## src/rtl/clk_stop_gate_pkg.sv

```systemverilog
package clk_stop_gate_pkg;

  typedef enum logic {
    CLASS_LOW   = 1'b0,
    CLASS_FLOAT = 1'b1
  } out_class_e;

  localparam int unsigned MIN_SYNC_STAGES = 2;

  function automatic out_class_e class_of(input logic float_bit);
    return float_bit ? CLASS_FLOAT : CLASS_LOW;
  endfunction

endpackage

```

## src/rtl/csg_stop_sync.sv

```systemverilog
module csg_stop_sync #(
  parameter int unsigned STAGES = 2
) (
  input  logic clk_i,
  input  logic rst_ni,
  input  logic async_ni,
  output logic sync_no
);
  logic [STAGES-1:0] pipe_q;

  // resets to released (1) so nothing stops at power-up
  always_ff @(posedge clk_i or negedge rst_ni) begin
    if (!rst_ni) pipe_q <= '1;
    else         pipe_q <= {pipe_q[STAGES-2:0], async_ni};
  end

  assign sync_no = pipe_q[STAGES-1];
endmodule

```

## src/rtl/csg_gate_cell.sv

```systemverilog
module csg_gate_cell
  import clk_stop_gate_pkg::*;
#(
  parameter out_class_e OUT_CLASS = CLASS_LOW
) (
  input  logic clk_i,
  input  logic rst_ni,
  input  logic run_i,
  output logic clk_o,
  output logic clkb_o,
  output logic oe_o
);
  logic run_t_q;
  logic run_c_q;

  // true-leg gate moves while clk_i is low
  always_ff @(negedge clk_i or negedge rst_ni) begin
    if (!rst_ni) run_t_q <= 1'b0;
    else         run_t_q <= run_i;
  end

  // complement gate follows half a cycle later, while complement is low
  always_ff @(posedge clk_i or negedge rst_ni) begin
    if (!rst_ni) run_c_q <= 1'b0;
    else         run_c_q <= run_t_q;
  end

  assign clk_o  = clk_i & run_t_q;
  assign clkb_o = ~clk_i & run_c_q;

  generate
    if (OUT_CLASS == CLASS_FLOAT) begin : g_float
      assign oe_o = run_t_q | run_c_q;
    end else begin : g_low
      assign oe_o = 1'b1;
    end
  endgenerate
endmodule

```

## src/rtl/clk_stop_gate.sv

```systemverilog
module clk_stop_gate
  import clk_stop_gate_pkg::*;
#(
  parameter int unsigned       N_OUT       = 5,
  parameter int unsigned       SYNC_STAGES = 2,
  parameter logic [N_OUT-1:0]  FLOAT_MASK  = 5'b00011
) (
  input  logic             clk_i,
  input  logic             rst_ni,
  input  logic             stop_ni,
  input  logic [N_OUT-1:0] stoppable_i,
  input  logic [N_OUT-1:0] enable_i,
  output logic [N_OUT-1:0] clk_o,
  output logic [N_OUT-1:0] clkb_o,
  output logic [N_OUT-1:0] oe_o
);
  localparam int unsigned STAGES =
    (SYNC_STAGES < MIN_SYNC_STAGES) ? MIN_SYNC_STAGES : SYNC_STAGES;

  logic             stop_sync_n;
  logic [N_OUT-1:0] stop_vec;
  logic [N_OUT-1:0] run;

  csg_stop_sync #(.STAGES(STAGES)) u_sync (
    .clk_i    (clk_i),
    .rst_ni   (rst_ni),
    .async_ni (stop_ni),
    .sync_no  (stop_sync_n)
  );

  assign stop_vec = {N_OUT{~stop_sync_n}} & stoppable_i;
  assign run      = enable_i & ~stop_vec;

  generate
    for (genvar i = 0; i < N_OUT; i++) begin : g_out
      csg_gate_cell #(.OUT_CLASS(class_of(FLOAT_MASK[i]))) u_cell (
        .clk_i  (clk_i),
        .rst_ni (rst_ni),
        .run_i  (run[i]),
        .clk_o  (clk_o[i]),
        .clkb_o (clkb_o[i]),
        .oe_o   (oe_o[i])
      );
    end
  endgenerate
endmodule

```

## config.mk

```make
export PLATFORM = sky130hd
export DESIGN_NAME = clk_stop_gate
export DESIGN_NICKNAME = d
export VERILOG_FILES = /design/src/rtl/clk_stop_gate_pkg.sv /design/src/rtl/csg_stop_sync.sv /design/src/rtl/csg_gate_cell.sv /design/src/rtl/clk_stop_gate.sv
export SDC_FILE = /design/constraint.sdc
export NUM_CORES = 1
export LEC_CHECK = 0
export BUFFER_PORTS_ARGS = -buffer_cell sky130_fd_sc_hd__buf_2
export CAP_MARGIN = 20
export CELL_PAD_IN_SITES_DETAIL_PLACEMENT = 1
export CELL_PAD_IN_SITES_GLOBAL_PLACEMENT = 2
export CORE_ASPECT_RATIO = 0.7
export CORE_MARGIN = 4
export CORE_UTILIZATION = 26
export CTS_BUF_LIST = sky130_fd_sc_hd__clkbuf_4 sky130_fd_sc_hd__clkbuf_8
export DETAILED_ROUTE_END_ITERATION = 12
export GPL_ROUTABILITY_DRIVEN = 0
export PLACE_DENSITY = 0.87
export SLEW_MARGIN = 20
export SYNTH_ARGS = -nofsm -noshare
export SYNTH_HDL_FRONTEND = slang
export SYNTH_SLANG_ARGS = --single-unit
```

## constraint.sdc

```tcl
create_clock -name clk_i -period 0.8 [get_ports clk_i]
set_input_delay 0 -clock clk_i [delete_from_list [all_inputs] [get_ports clk_i]]
set_output_delay 0 -clock clk_i [all_outputs]
set_load 0.02 [all_outputs]
```

==> metrics.txt <==
status complete, but fails checks; violations in the final reports setup timing; post-DP HPWL 752 um; quantity of I/O buffers inserted on ports 24; number of nets in the final layout 82; cell depth of the worst flop-to-flop path 2; number of cells on the critical path 2; full die area 2860 sq um; Clk pin slew, worst setup/hold paths 70 ps; overflow left after global routing 0; crit path launch type flop; sum of routed wire length over all layers 1080 um; beginning of the worst register-to-register path u_sync.pipe_q[1]$_DFF_PN1_; number of max-slew violations in the final report 0; Tot Pwr 2.72 mW; insertion delay to the later sink of the worst-skew pair 390 ps; Final Hold Viols 0; wire length of the first global-routing pass 1830 um; synthesis-stage register bit count 12; maximum number of pins on one net before global-route repair 13; ratio of cells with drive above 1 in the final layout 69.6%; total global-route track usage 9.47%; 1st-pass router iterations 2; antenna violations before repair 0; vias in the first global route 518; number of maximum-capacitance constraint violations 0; setup TNS -7420 ps; initial cell density of the core 28.1%; Lkg Pwr 0.394 nW; via count 365; Top-Level Pins 28; post-synthesis cell count 46; count of buffer and inverter cells on the critical path 1; portion of the post-synthesis area used by sequential elements 56.5%; detail-routed via count per cell 4.01; detail-routed net length per standard cell 11.9 um; Netlist Area Pre-Place 536 sq um; Layout area overhead 46.0%; TritonCTS clock tree yes; number of rows created at floorplan 13; antenna-violating nets left 0; final core area utilization 41.1%; remaining routing DRC violations 0; Max stage delay on crit path 360 ps; worst hold-check slack 28.5 ps; ant diodes 0; areal power density over the cells 3480 nW/um^2; Unique masters post-synth 10; kind of cell adding the most delay to the critical path flip-flops; mean cell area of the mapped netlist 11.6 sq um; worst hold-check path type input port to async pin; worst supply voltage drop on vdd 1710 uV; # setup viols final 32; total number of yosys warnings 0; crit path max-delay cell type sky130_fd_sc_hd__dfrtn_1; Die X 62.2 um; core region area 1900 sq um; unrepaired setup endpoints after global routing yes; Setup crit end kind primary output; Data required, critical path 800 ps; DP Worst Slack -304 ps; Worst Path Max Fanout 3; First DRT Iteration DRCs 1; vertical extent of the die 46.0 um; setup slack after layout -697 ps; worst setup skew after layout 19.4 ps; timing startpoint of the critical path g_out[1].u_cell.run_t_q$_DFF_NN0_; Worst Path Class, Setup flop to primary output; ordered list of cells on the worst path or2_1 > buf_6; data arrival time at the worst-slack endpoint 1500 ps
-- what timing repair did --
action | CTS | global route
pin swaps | 0 | 0
hold buffers | 2 | 0
gates resized for setup | 22 | 10
endpoints found under the setup margin | 32 | 32
setup buffers | 1 | 1
endpoints found under the hold margin | 13 | 0
-- registers in the layout, summed over array words and instances, names as in the netlist --
name and count:
g_out.u_cell.run_c_q 5, u_sync.pipe_q 2, g_out.u_cell.run_t_q 5
-- synth_stat cells (all sizes together) --
library cell / n / area share (%)
conb: 1 / 0.70
dfstp: 2 / 9.8
or2: 2 / 2.3
dfrtp: 5 / 23
buf: 15 / 21
inv: 1 / 0.70
a21boi: 5 / 7.0
dfrtn: 5 / 23
nor2b: 5 / 5.8
and2: 5 / 5.8
-- layer usage --
layer,routed length [um],vias up,global-route usage [%]
met5,0,-,0
met4,0,0,13.4
met3,140,0,12.3
met2,581,24,11.2
met1,358,173,5.96
li1,-,168,-
-- stage by stage --
step,instances,area [sq um]
3_5_place_dp,79,578
2_1_floorplan,48,566
4_1_cts,91,747
5_1_grt,91,782
6_report,91,782
3_3_place_gp,79,578
-- cells in the final DEF, fill, tap and decap left out --
cell type | netlist | final
sky130_fd_sc_hd__buf_4 | 15 | 1
sky130_fd_sc_hd__dfstp_2 | 2 | 2
sky130_fd_sc_hd__nor2b_1 | 5 | 3
sky130_fd_sc_hd__buf_2 | 0 | 15
sky130_fd_sc_hd__dfrtp_1 | 5 | 5
sky130_fd_sc_hd__dlygate4sd3_1 | 0 | 2
sky130_fd_sc_hd__clkbuf_8 | 0 | 1
sky130_fd_sc_hd__and2_1 | 5 | 1
sky130_fd_sc_hd__nor2b_4 | 0 | 2
sky130_fd_sc_hd__buf_6 | 0 | 9
sky130_fd_sc_hd__dfrtn_1 | 5 | 5
sky130_fd_sc_hd__a21boi_2 | 0 | 5
sky130_fd_sc_hd__or2_1 | 2 | 2
sky130_fd_sc_hd__inv_4 | 0 | 1
sky130_fd_sc_hd__conb_1 | 1 | 3
sky130_fd_sc_hd__and2_4 | 0 | 4
sky130_fd_sc_hd__clkbuf_4 | 0 | 8
-- kinds of logic after synthesis --
logic type / after synthesis / share of synthesized area, %
buffers and inverters: 16 / 21.7
flip-flops: 12 / 56.5
AND/OR/NAND/NOR: 12 / 14.0
AO/OA/AOI/OAI: 5 / 7.01
other: 1 / 0.700
-- final timing paths --
check / endpoint / slack [ps]
min: g_out[3].u_cell.run_c_q$_DFF_PN0_ / 30
min reg2reg: u_sync.pipe_q[1]$_DFF_PN1_ / 360
min in group clk_i: g_out[0].u_cell.run_t_q$_DFF_NN0_ / 130
max in group asynchronous: g_out[4].u_cell.run_t_q$_DFF_NN0_ / 260
max reg2reg: g_out[4].u_cell.run_t_q$_DFF_NN0_ / -260
max: oe_o[1] / -700
-- where the power goes --
group / internal (mW) / leakage, nW / switching, mW / total (mW)
Clock: 1.05 / 0.141 / 0.874 / 1.93
Combinational: 0.0636 / 0.109 / 0.0628 / 0.126
Sequential: 0.650 / 0.144 / 0.0165 / 0.667
Total: 1.77 / 0.394 / 0.954 / 2.72
-- layout make-up --
cell class	count	area, sq um
well taps	22	27.5
repair buffers	17	110
clock buffers	19	168
multi-input cells	20	168
inverters	1	6.26
flip-flops and latches	12	303
fillers	208	1120
No activity file was read; power rests on OpenSTA's default activity.
